### config.mk
export PLATFORM = sky130hd
export DESIGN_NAME = smb_idx_slave
export DESIGN_NICKNAME = d
export VERILOG_FILES = /design/src/rtl/smb_idx_pkg.sv /design/src/rtl/smb_line_events.sv /design/src/rtl/smb_regbank.sv /design/src/rtl/smb_idx_ctrl.sv /design/src/rtl/smb_idx_slave.sv
export SDC_FILE = /design/constraint.sdc
export NUM_CORES = 1
export LEC_CHECK = 0
export BUFFER_PORTS_ARGS = -buffer_cell sky130_fd_sc_hd__buf_2
export CORE_MARGIN = 2
export CORE_UTILIZATION = 40
export CTS_CLUSTER_DIAMETER = 40
export CTS_CLUSTER_SIZE = 30
export DETAILED_ROUTE_END_ITERATION = 8
export SKIP_CTS_REPAIR_TIMING = 1
export SLEW_MARGIN = 40
export SYNTH_ARGS = -nofsm -noshare
export SYNTH_HDL_FRONTEND = slang
export SYNTH_SLANG_ARGS = --single-unit
### constraint.sdc
create_clock -name clk -period 4.58 [get_ports clk]
set_input_delay 0.458 -clock clk [delete_from_list [all_inputs] [get_ports clk]]
set_output_delay 0.458 -clock clk [all_outputs]
set_load 0.03 [all_outputs]
### src/rtl/smb_idx_pkg.sv
package smb_idx_pkg;
   typedef enum logic [1:0] {PH_IDLE, PH_RX, PH_TX, PH_IGN} phase_e;
   typedef enum logic [1:0] {FLD_ADDR, FLD_OFF, FLD_CNT, FLD_DATA} field_e;
endpackage

### src/rtl/smb_line_events.sv
module smb_line_events (
   input  logic clk,
   input  logic rst_n,
   input  logic scl_i,
   input  logic sda_i,
   output logic start_o,
   output logic stop_o,
   output logic rise_o,
   output logic fall_o
);
   logic scl_q, sda_q;

   always_ff @(posedge clk or negedge rst_n) begin
      if (!rst_n) begin
         scl_q <= 1'b1;
         sda_q <= 1'b1;
      end else begin
         scl_q <= scl_i;
         sda_q <= sda_i;
      end
   end

   always_comb begin
      start_o = scl_i & scl_q & sda_q & ~sda_i;
      stop_o  = scl_i & scl_q & ~sda_q & sda_i;
      rise_o  = scl_i & ~scl_q;
      fall_o  = ~scl_i & scl_q;
   end
endmodule

### src/rtl/smb_regbank.sv
module smb_regbank #(
   parameter int NUM_REGS = 8,
   parameter logic [7:0] INIT_VAL = 8'h00
) (
   input  logic                  clk,
   input  logic                  rst_n,
   input  logic                  we_i,
   input  logic [7:0]            waddr_i,
   input  logic [7:0]            wdata_i,
   input  logic [7:0]            raddr_i,
   output logic [7:0]            rdata_o,
   output logic [NUM_REGS*8-1:0] regs_o
);
   localparam int LIDX = (NUM_REGS > 1) ? $clog2(NUM_REGS) : 1;
   localparam logic [7:0] NUM_B = 8'(NUM_REGS);

   logic [7:0] bank [NUM_REGS];

   for (genvar k = 0; k < NUM_REGS; k++) begin : g_reg
      always_ff @(posedge clk or negedge rst_n) begin
         if (!rst_n)                          bank[k] <= INIT_VAL;
         else if (we_i && waddr_i == 8'(k))   bank[k] <= wdata_i;
      end
      assign regs_o[8*k +: 8] = bank[k];
   end

   always_comb begin
      if (raddr_i < NUM_B) rdata_o = bank[raddr_i[LIDX-1:0]];
      else                 rdata_o = 8'h00;
   end

   AST_WR_IN_BANK: assert property (@(posedge clk) disable iff (!rst_n)
      we_i |-> (waddr_i < NUM_B));
endmodule

### src/rtl/smb_idx_ctrl.sv
module smb_idx_ctrl
   import smb_idx_pkg::*;
#(
   parameter int NUM_REGS = 8
) (
   input  logic       clk,
   input  logic       rst_n,
   input  logic       start_i,
   input  logic       stop_i,
   input  logic       rise_i,
   input  logic       fall_i,
   input  logic       sda_i,
   input  logic [6:0] dev_addr_i,
   input  logic [7:0] rdata_i,
   output logic [7:0] idx_o,
   output logic       we_o,
   output logic [7:0] waddr_o,
   output logic [7:0] wdata_o,
   output logic       sda_oe_o
);
   localparam logic [7:0] NUM_B = 8'(NUM_REGS);

   phase_e     ph;
   field_e     fld;
   logic [3:0] cnt;
   logic [7:0] sh, idx, left;
   logic       rd_q, mack;
   logic [7:0] avail, idx_nx;

   always_comb begin
      avail  = (idx < NUM_B) ? (NUM_B - idx) : 8'h00;
      idx_nx = (idx == 8'hFF) ? idx : idx + 8'h01;
   end

   always_ff @(posedge clk or negedge rst_n) begin
      if (!rst_n) begin
         ph <= PH_IDLE;  fld <= FLD_ADDR;  cnt <= '0;  sh <= '0;
         idx <= '0;  left <= '0;  rd_q <= 1'b0;  mack <= 1'b0;
         sda_oe_o <= 1'b0;  we_o <= 1'b0;  waddr_o <= '0;  wdata_o <= '0;
      end else begin
         we_o <= 1'b0;
         if (stop_i) begin
            ph <= PH_IDLE;  sda_oe_o <= 1'b0;  cnt <= '0;
         end else if (start_i) begin
            ph <= PH_RX;  fld <= FLD_ADDR;  cnt <= '0;  sda_oe_o <= 1'b0;
         end else begin
            case (ph)
               PH_RX: begin
                  if (rise_i) begin
                     if (cnt < 4'd8) sh <= {sh[6:0], sda_i};
                     if (cnt < 4'd9) cnt <= cnt + 4'd1;
                  end else if (fall_i && cnt == 4'd8) begin
                     case (fld)
                        FLD_ADDR: begin
                           if (sh[7:1] != dev_addr_i) ph <= PH_IGN;
                           else begin
                              sda_oe_o <= 1'b1;
                              rd_q     <= sh[0];
                              if (!sh[0]) fld <= FLD_OFF;
                           end
                        end
                        FLD_OFF: begin
                           idx <= sh;  sda_oe_o <= 1'b1;  fld <= FLD_CNT;
                        end
                        FLD_CNT: begin
                           if (sh == 8'h00) ph <= PH_IGN;
                           else begin
                              left <= sh;  sda_oe_o <= 1'b1;  fld <= FLD_DATA;
                           end
                        end
                        default: begin
                           if (left == 8'h00) ph <= PH_IGN;
                           else begin
                              left     <= left - 8'h01;
                              sda_oe_o <= 1'b1;
                              idx      <= idx_nx;
                              if (idx < NUM_B) begin
                                 we_o    <= 1'b1;
                                 waddr_o <= idx;
                                 wdata_o <= sh;
                              end
                           end
                        end
                     endcase
                  end else if (fall_i && cnt == 4'd9) begin
                     cnt <= '0;
                     if (rd_q && fld == FLD_ADDR) begin
                        ph       <= PH_TX;
                        sh       <= avail;
                        sda_oe_o <= ~avail[7];
                     end else begin
                        sda_oe_o <= 1'b0;
                     end
                  end
               end
               PH_TX: begin
                  if (rise_i) begin
                     if (cnt == 4'd8) mack <= ~sda_i;
                     if (cnt < 4'd9)  cnt  <= cnt + 4'd1;
                  end else if (fall_i) begin
                     if (cnt >= 4'd1 && cnt <= 4'd7) begin
                        sh       <= {sh[6:0], 1'b0};
                        sda_oe_o <= ~sh[6];
                     end else if (cnt == 4'd8) begin
                        sda_oe_o <= 1'b0;
                     end else if (cnt == 4'd9) begin
                        cnt <= '0;
                        if (mack) begin
                           sh       <= rdata_i;
                           sda_oe_o <= ~rdata_i[7];
                           idx      <= idx_nx;
                        end else begin
                           ph       <= PH_IGN;
                           sda_oe_o <= 1'b0;
                        end
                     end
                  end
               end
               default: ;
            endcase
         end
      end
   end

   assign idx_o = idx;

   AST_OE_AFTER_FALL: assert property (@(posedge clk) disable iff (!rst_n)
      $rose(sda_oe_o) |-> $past(fall_i));
   AST_ZERO_CNT_NACK: assert property (@(posedge clk) disable iff (!rst_n)
      $past(fall_i && !start_i && !stop_i && ph == PH_RX && fld == FLD_CNT
            && cnt == 4'd8 && sh == 8'h00) |-> !sda_oe_o);
   AST_IGN_RELEASED: assert property (@(posedge clk) disable iff (!rst_n)
      (ph == PH_IGN) |-> !sda_oe_o);
   AST_STOP_IDLE: assert property (@(posedge clk) disable iff (!rst_n)
      $past(stop_i) |-> (ph == PH_IDLE && !sda_oe_o));
endmodule

### src/rtl/smb_idx_slave.sv
module smb_idx_slave #(
   parameter int         NUM_REGS    = 8,
   parameter logic [3:0] ADDR_HI     = 4'b1101,
   parameter logic [7:0] INIT_VAL    = 8'h00,
   parameter bit         ALT_MODE_EN = 1'b1
) (
   input  logic                  clk,
   input  logic                  rst_n,
   input  logic                  scl_i,
   input  logic                  sda_i,
   input  logic [2:0]            strap_i,
   output logic                  sda_oe_o,
   output logic                  alt_mode_o,
   output logic [NUM_REGS*8-1:0] regs_o
);
   if (NUM_REGS < 1 || NUM_REGS > 255) begin : g_bad_depth
      $error("smb_idx_slave: NUM_REGS must lie in 1..255");
   end

   logic       ev_start, ev_stop, ev_rise, ev_fall;
   logic       we;
   logic [7:0] waddr, wdata, idx, rdata;
   logic [6:0] dev_addr;

   assign dev_addr = {ADDR_HI, strap_i};

   if (ALT_MODE_EN) begin : g_alt
      assign alt_mode_o = ~strap_i[2];
   end else begin : g_no_alt
      assign alt_mode_o = 1'b0;
   end

   smb_line_events u_ev (
      .clk(clk), .rst_n(rst_n), .scl_i(scl_i), .sda_i(sda_i),
      .start_o(ev_start), .stop_o(ev_stop), .rise_o(ev_rise), .fall_o(ev_fall)
   );

   smb_idx_ctrl #(.NUM_REGS(NUM_REGS)) u_ctrl (
      .clk(clk), .rst_n(rst_n),
      .start_i(ev_start), .stop_i(ev_stop), .rise_i(ev_rise), .fall_i(ev_fall),
      .sda_i(sda_i), .dev_addr_i(dev_addr), .rdata_i(rdata),
      .idx_o(idx), .we_o(we), .waddr_o(waddr), .wdata_o(wdata),
      .sda_oe_o(sda_oe_o)
   );

   smb_regbank #(.NUM_REGS(NUM_REGS), .INIT_VAL(INIT_VAL)) u_bank (
      .clk(clk), .rst_n(rst_n), .we_i(we), .waddr_i(waddr), .wdata_i(wdata),
      .raddr_i(idx), .rdata_o(rdata), .regs_o(regs_o)
   );
endmodule

# [Word-level counts from Yosys, hierarchy flattened]
# Cells that the tools add are included.
[totals] ff_bits=118 latchBits=0 ram_bits=0 mem_bits_ro=0 in_bits=7 out_inout_bits=66 elab_cells=244 n_memories=0
[op_classes] add_sub_neg=4 n_mul=0 div=0 order_cmp=6 eq_ne=61 shifts=0 mux=94 bitwise_logic=23 n_reduce_logical=34
[ops] op="$mux W8" n=27
[ops] op="$pmux W8 S2" n=4
[ops] op="$mux W2" n=22
[ops] op="$mux W4" n=11
[ops] op="$eq A8 B3 Y1 const B" n=4
[ops] op="$bmux W8 S3" n=1
[ops] op="$logic_not A8 Y1" n=3
[ops] op="$ne A6 B6 Y1 const B" n=4
[ops] op="$reduce_and A8 Y1" n=3
[ops] op="$mux W1" n=23
[ops] op="$ne A4 B4 Y1 const B" n=5
[ops] op="$ne A5 B5 Y1 const B" n=4
[ops] op="$ne A3 B3 Y1 const B" n=6
[ops] op="$eq A8 B2 Y1 const B" n=2
[ops] op="$ne A2 B2 Y1 const B" n=8
[ops] op="$ne A5 B4 Y1 const B" n=3
[ops] op="$not A1 Y1" n=15
[ops] op="$reduce_and A14 Y1" n=1
[ops] op="$reduce_and A7 Y1" n=2
[ops] op="$reduce_and A13 Y1" n=1
[ops] op="$logic_and A1 B1 Y1" n=12
[ops] op="$pmux W2 S3" n=2
[ops] op="$reduce_and A12 Y1" n=1
[ops] op="$ne A5 B3 Y1 const B" n=2
[ops] op="35 further kinds" n=56

# [Longest topological paths before layout]
# Gate-level depths: netlist of the first run.
[logic_depth] depth_word=15 ltp_mapped=9 ltp_nobuf=8

# [Hierarchy]
# From an unflattened synthesis of the first run, not the netlist that was laid out.
[unflattened] cells_unflattened=569 area_unflattened_um2=6483.7
[by_module_without_submodules] mod="smb_idx_ctrl" n_inst=1 cells_per_inst=343 area_per_inst_um2=3294.4 seq_area_each_um2=1301.2
[by_module_without_submodules] mod="smb_regbank" n_inst=1 cells_per_inst=217 area_per_inst_um2=3090.5 seq_area_each_um2=1601.5
[by_module_without_submodules] mod="smb_line_events" n_inst=1 cells_per_inst=6 area_per_inst_um2=87.6 seq_area_each_um2=52.6
[by_module_without_submodules] mod="smb_idx_slave" n_inst=1 cells_per_inst=3 area_per_inst_um2=11.3 seq_area_each_um2=0.0

# [Worst setup path after synthesis of the first run]
# OpenSTA, ideal clock, no wires.
[synth_path] path_kind="reg2reg" start="register u_ev.scl_q" end="register u_ctrl.sh[0]" setup_ns=0.125 arrival_time_ns=2.114 required_time_ns=4.455 slack_ns=2.342 stages_incl_launch_ff=8 path_buffers=1 synth_period_minus_slack_ns=2.238 path_cell_list="dfstp_2 -> clkbuf_1 -> and4bb_2 -> nand2_1 -> o221ai_1 -> nand4_1 -> nor2_1 -> mux2_2"
[synth_via] elab_chain_len=5 word_cells_on_any_way=21 classes_between="eq/ne: 6; mux: 2; bitwise: 10; reduce/logical: 3"
[synth_rtl] item="start, declared" line="smb_line_events.sv:11" text="logic scl_q, sda_q;"
[synth_rtl] item="start signal, assigned" line="smb_line_events.sv:18" text="scl_q <= scl_i;"
[synth_rtl] item="$and A1 B1 Y1" line="smb_line_events.sv:24, smb_line_events.sv:25"
[synth_rtl] item="$and A1 B1 Y1 (on tied branches) (2 in a row)" line="smb_line_events.sv:25, smb_line_events.sv:24"
[synth_rtl] item="$not A1 Y1 (no source line)"
[synth_rtl] item="$reduce_and A12 Y1 (no source line)"
[synth_rtl] item="end signal, assigned" line="smb_idx_ctrl.sv:50" text="if (cnt < 4'd8) sh <= {sh[6:0], sda_i};"
[synth_rtl] item="end signal, assigned" line="smb_idx_ctrl.sv:89" text="sh <= avail;"
[synth_rtl] item="end signal, assigned" line="smb_idx_ctrl.sv:102" text="sh <= {sh[6:0], 1'b0};"
[synth_rtl] item="end, declared" line="smb_idx_ctrl.sv:26" text="logic [7:0] sh, idx, left;"
# Parallel ways exist; a longest one is shown, timed or not.
# A chain may end at the register's enable or synchronous reset.

# [Worst setup path after layout of the first run]
[layout_path] start="register u_ctrl.cnt[0]" end="register u_ctrl.idx[0] (netlist: u_ctrl.idx_o[0])"
[layout_via] elab_chain_len=4 word_cells_on_any_way=11 classes_between="order compare: 2; eq/ne: 6; reduce/logical: 3"
[layout_rtl] item="start, declared" line="smb_idx_ctrl.sv:25" text="logic [3:0] cnt;"
[layout_rtl] item="start signal, assigned" line="smb_idx_ctrl.sv:51" text="if (cnt < 4'd9) cnt <= cnt + 4'd1;"
[layout_rtl] item="start signal, assigned" line="smb_idx_ctrl.sv:99" text="if (cnt < 4'd9) cnt <= cnt + 4'd1;"
[layout_rtl] item="$ge A4 B1 Y1, or another cell as far along" line="smb_idx_ctrl.sv:101" text="if (cnt >= 4'd1 && cnt <= 4'd7) begin"
[layout_rtl] item="$logic_and A1 B1 Y1 (on tied branches)" line="smb_idx_ctrl.sv:101, smb_idx_ctrl.sv:52"
[layout_rtl] item="$ne A2 B2 Y1 (no source line) / $ne A2 B1 Y1 (equally long branches)"
[layout_rtl] item="$reduce_and A13 Y1 (no source line) *"
[layout_rtl] item="end signal, assigned" line="smb_idx_ctrl.sv:76" text="idx <= idx_nx;"
[layout_rtl] item="end signal, assigned" line="smb_idx_ctrl.sv:111" text="idx <= idx_nx;"
[layout_rtl] item="end, declared" line="smb_idx_ctrl.sv:26"
# Every way passes the cells marked *; elsewhere a longest branch is shown, timed or not.

==> results of run 1 <==
[cell usage after synthesis, drive strengths merged, types with 11 or more instances]
cell type | count | area, um^2
dfrtp | 116 | 2900
nor2 | 18 | 67.6
ha | 15 | 188
nand3 | 13 | 65.1
nand2 | 57 | 214
a21oi | 16 | 80.1
mux4 | 16 | 360
mux2 | 75 | 848
mux2i | 13 | 130
o21ai | 26 | 138
nand3b | 11 | 82.6
clkbuf | 23 | 86.3
inv | 21 | 78.8
[through the flow]
| stage | instance area, um^2 | util (%) | worst slack (ps) | hold slack [ps] |
|---|---|---|---|---|
| 5_1_grt | 7300 | 48.2 | 1600 | 88.1 |
| 3_3_place_gp | 6680 | 44.1 | 1900 | 464 |
| 4_1_cts | 7290 | 48.1 | 1740 | 73.3 |
| 6_report | 7300 | 48.2 | 1850 | 51.1 |
| 3_5_place_dp | 6700 | 44.2 | 1750 | 473 |
| 2_1_floorplan | 6180 | - | 2340 | 162 |
[per-layer routing]
| layer | part of all wire, % | wire length (um) |
|---|---|---|
| met4 | 1.0 | 159 |
| met1 | 46 | 7040 |
| met2 | 47 | 7220 |
| met3 | 6.3 | 970 |
| met5 | 0 | 0 |
[sequential cells by signal, indices dropped and copies added, names as in the netlist, 4 cells and up]
register        cells
u_ctrl.idx_o        8
u_bank.regs_o      64
u_ctrl.wdata_o      8
u_ctrl.waddr_o      8
u_ctrl.left         8
u_ctrl.sh           8
u_ctrl.cnt          4
[final cells by class]
type / count / area [um^2]
clock buffer: 19 / 443
tap: 188 / 235
timing repair buffer: 77 / 404
fill: 1351 / 7840
clock inverter: 13 / 149
inverter: 21 / 78.8
sequential: 118 / 2960
multi-input combinational: 371 / 3040
[worst paths after layout]
path                                         from                end  slack, ps  depth (start not counted)
worst max-delay path                u_ctrl.cnt[0]    u_ctrl.idx_o[0]       1850                          9
min in group clk                            sda_i         u_ev.sda_q        220                          1
worst min register to register  u_ctrl.waddr_o[4]  u_ctrl.waddr_o[4]        490                          1
worst min-delay path                        rst_n        u_ctrl.mack         50                          1
max in group asynchronous                   rst_n  u_bank.regs_o[54]       3480                          2
worst max register to register      u_ctrl.cnt[0]    u_ctrl.idx_o[0]       1850                          9
[worst max-delay path: stages (launching register included)]
cell	delay [ps]
dfrtp_1	380
inv_1	100
ha_1	290
nand3b_1	280
o211ai_1	180
o21a_1	230
a2111oi_4	430
clkbuf_4	300
a21boi_0	260
a2bb2oi_1	200
[power breakdown]
group | switching (W) | total [W] | internal, W
registers | 0.000128 | 0.00124 | 0.00111
logic | 0.000435 | 0.000767 | 0.000332
clock network | 0.000493 | 0.00132 | 0.000822
[logic make-up after synthesis]
family	Yosys count	share of synthesized area [%]
buf+inv	51	3.36
flops	118	47.8
mux	104	21.7
fa+ha+maj	15	3.04
xor+xnor	5	0.708
compound gates	95	10.6
simple gates	152	12.9
==> impl_metrics.ini, run 1 <==
[logic_synthesis]
synth_nets = 562
ys_dominant_reg_cell = dfrtp_1
synthDistinctLibCells = 61
synth_edf_count = 0
netlist_area_um2 = 6180
synthArstFlopShare_pct = 100
yosys_warnings = 0
synth-seq-area-share_pct = 47.8
ys_seq_elements = 118
avgSynthCellArea_um2 = 11.4
synthCells = 540

[detailed_routing]
vias = 4564
via_per_inst = 5.66
wl_um = 15400
dr.pass1.iters = 5
drt-wirelength-per-cell_um = 19.1
drt_iter0_markers = 373
route.detailed.drc = 0
postRouteAntennaNets = 0

[setup_path]
worstSetupPathType = reg -> reg
crit_path_end_kind = register
crit_path_max_fanout = 12
critPathLaunchType = register
crit_arrival_ps = 3060
crit_required_ps = 4910

[power_and_ir_drop]
leakagePower_nw = 3.51
vdd.ir_drop.worst_uv = 341
power_density_nw_per_um2 = 455
power_w = 0.00332

[grt]
grt-busiest-layer = met2
grt_first_pass_wirelength_um = 25000
antenna_found_initial = 0
use_met2_pct = 31.1
grt_use_met3_pct = 5.84
overflow = 0
grt_max_degree = 74
grtUsageTotal_pct = 19.7
grt_pass1_vias = 4634
met1_usage_pct = 26.8

[floorplan]
core_area_um2 = 15100
die-area_um2 = 16500
start_util_pct = 40.8
die_h_um = 128
row_count = 45
ios = 73
die_w_um = 128

[finish]
final_cell_mix = 116 x dfrtp_1, 74 x mux2_2, 71 x buf_2
final_nets = 628
diodes = 0
layout-drive-gt1-share_pct = 34.4
syn_to_final_growth_pct = 18.1
layout_commonest_cell = dfrtp_1
finalNonFillerCells = 807

[cts]
cts-root-buf = clkbuf_16
numCtsBuffers = 17
clk_path_buf_depth = 2
htreeDepth = 4
insertion_delay_ps = 410
cts_sinks = 118
cts_tree = yes
path_clk_slew_ps = 60

[timing]
fmax_ghz = 0.366
fin_worst_skew_ps = 9.17
min_period_over_period_pct = 59.7
grt_setup_unrepaired = no
report.final.slew_viol_count = 0
finalCriticalPeriod_ps = 2730
tightest_slew_ps = 823
setup_violations = 0
tns_ps = 0
finalHoldViolations = 0
slew_headroom_pct = 45.2

[hold_path]
hp-class = in -> async

[run_status]
status = completed

[place]
dp_cells = 774
gp_congestion = 0.874
dp_hpwl_um = 10500
port_buffers = 72

[flow_run]
drv_cap = 0
Note: power is estimated with default switching activity, not from simulation.
==> inputs of run 2 (changes only) <==
- ABC_AREA: not set -> 1
- clock period: 4.58 -> 2.2 ns (I/O delays scaled with it)
==> run 2 against run 1 <==
Power rose by 140%. Flip-flop and latch count did not move. Largest power group unchanged. Final cell count rose by 43%. Core utilization rose by 0.67 points. Clock skew rose by 5.8 ps. Setup slack got worse by 1600 ps. Synthesized area rose by 4.4%. Sequential power rose by 100%. Fmax rose by 41%. Global-route usage rose by 2.7 points. Critical path type unchanged. Combinational power rose to 3.2 times the previous value.
==> impl_metrics.ini, run 2 <==
[detailed_routing]
postRouteAntennaNets = 0
drt-wirelength-per-cell_um = 15.6
route.detailed.drc = 0
dr.pass1.iters = 5
wl_um = 18000
vias = 5807
via_per_inst = 5.05
drt_iter0_markers = 434

[power_and_ir_drop]
vdd.ir_drop.worst_uv = 588
leakagePower_nw = 3.85
power_density_nw_per_um2 = 1040

[setup_path]
critPathLaunchType = register
crit_arrival_ps = 2240
rrSetupSlack_ps = 260
critPathLaunch = u_ctrl.fld[0]
rr_startpoint = u_ctrl.fld[0]
worstSetupPathType = reg -> reg
reg2reg_to = u_ctrl.left[4]
r2r_cells = 7
crit_path_max_fanout = 15
crit_required_ps = 2500
crit_path_end_kind = register

[timing]
fmax_ghz = 0.515
grt_setup_unrepaired = no
finalHoldViolations = 0
fin_worst_skew_ps = 14.9
min_period_over_period_pct = 88.2
slew_headroom_pct = 63.2
finalCriticalPeriod_ps = 1940
tns_ps = 0
setup_violations = 0
report.final.slew_viol_count = 0
tightest_slew_ps = 547

[grt]
grt_max_degree = 44
use_met2_pct = 34.3
grtUsageTotal_pct = 22.4
grt_pass1_vias = 5428
antenna_found_initial = 0
grt_use_met3_pct = 3.50
grt_first_pass_wirelength_um = 29300
grt-busiest-layer = met2
met1_usage_pct = 32.2
overflow = 0

[logic_synthesis]
synth_top_family_by_area = simple AND/OR/NAND/NOR gates
synth-seq-area-share_pct = 45.8
avgSynthCellArea_um2 = 7.63
synth_common_cells = 270 x nand2_1, 116 x dfrtp_1, 88 x o21ai_0
yosysMostFrequentCell = nand2_1
ys_dominant_reg_cell = dfrtp_1
synth-compound-area-share_pct = 11.8
netlist_area_um2 = 6450
synthTopCellsByArea = dfrtp_1 45%, nand2_1 16%, o21ai_0 6.8%, nand3_1 6.0%, inv_1 4.6%
yosys_warnings = 0
ys_seq_elements = 118
synth-simple-area-share_pct = 29.8
synth_fa_ha_area_share_pct = 2.91
synthArstFlopShare_pct = 100
synthCells = 845
synth_largest_area_cell = dfrtp_1
synthDistinctLibCells = 36
synth_xor_xnor_area_share_pct = 1.90
synth_edf_count = 0
synth_top_area_share_pct = 45.0
synth_nets = 867
synth_mux_area_share_pct = 0.465

[floorplan]
die-area_um2 = 17200
core_area_um2 = 15800
die_w_um = 131
ios = 73
start_util_pct = 40.8
die_h_um = 131
row_count = 46

[finish]
postLayoutCellArea_um2 = 7740
final_cell_mix = 270 x nand2_1, 116 x dfrtp_1, 88 x o21ai_0
largest_reg_flops = 64
syn_to_final_growth_pct = 19.9
nFillCells = 1546
diodes = 0
final_nets = 944
layout_commonest_cell = nand2_1
layout-drive-gt1-share_pct = 17.3

[hold_path]
hp-class = in -> async

[cts]
insertion_delay_ps = 430
cts-root-buf = clkbuf_16
clk_path_buf_depth = 2
cts_tree = yes
numCtsBuffers = 17
htreeDepth = 4
path_clk_slew_ps = 60
cts_sinks = 118

[place]
port_buffers = 72
dp_hpwl_um = 12700
dpl-instance-area_um2 = 7060
gp_congestion = 0.867

[run_status]
status = completed

[flow_run]
drv_cap = 0
## run 2: worst max-delay path, stage by stage (launching register included)
cell,delay (ps)
dfrtp_1,430
inv_1,110
ha_1,430
o21ai_0,210
o21ai_1,160
nand2_2,240
nor2_1,190
a21oi_2,40
## run 2: how the worst max path moves through the flow
stage	slack [ps]	cells after the start	endpoint
detailed placement	280	11	u_ctrl.sh[3]
global placement	290	7	u_ctrl.left[4]
finish	260	7	u_ctrl.left[4]
CTS	240	7	u_ctrl.left[4]
global route	60	11	u_ctrl.idx_o[0]
floorplan	520	12	u_ctrl.idx_o[5]
## run 2: where the power goes
part           switching [W]  total (W)  internal, W
sequential          0.000217    0.00253      0.00231
combinational        0.00168    0.00248     0.000799
clock                0.00107    0.00304      0.00197
## run 2: through the flow
| stage | utilization (%) | hold slack [ps] | power [W] | std cells | setup WS [ps] |
|---|---|---|---|---|---|
| 3_5_place_dp | 44.6 | 239 | 0.00501 | 1116 | 277 |
| 3_3_place_gp | 44.6 | 245 | 0.00502 | 1116 | 289 |
| 5_1_grt | 48.9 | 385 | 0.00855 | 1151 | 61.5 |
| 2_1_floorplan | - | -75.6 | 0.00430 | 845 | 520 |
| 6_report | 48.9 | 326 | 0.00805 | 1151 | 260 |
| 4_1_cts | 48.7 | -210 | 0.00807 | 1148 | 240 |
## run 2: cell families after synthesis
logic type,Yosys count
buffers and inverters,115
DFF,118
AOI/OAI and AO/OA,138
xor gates and xnor gates,14
adders and majority gates,15
muxes,3
and+or+nand+nor,442
## run 2: routing by layer
layer | part of all wire, % | up-vias
met3 | 4.2 | 25
met4 | 2.0 | 0
met5 | 0 | -
met2 | 46 | 154
met1 | 48 | 2744
li1 | - | 2884
## run 2: final cells by class
class                   count  area, um^2  area share (%)
well taps                 216         270            3.49
flip-flops and latches    118        2960            38.2
repair buffers             89         523            6.76
multi-input cells         612        3030            39.1
clock inverters            13         194            2.51
inverters                  84         315            4.08
clock buffers              19         453            5.85
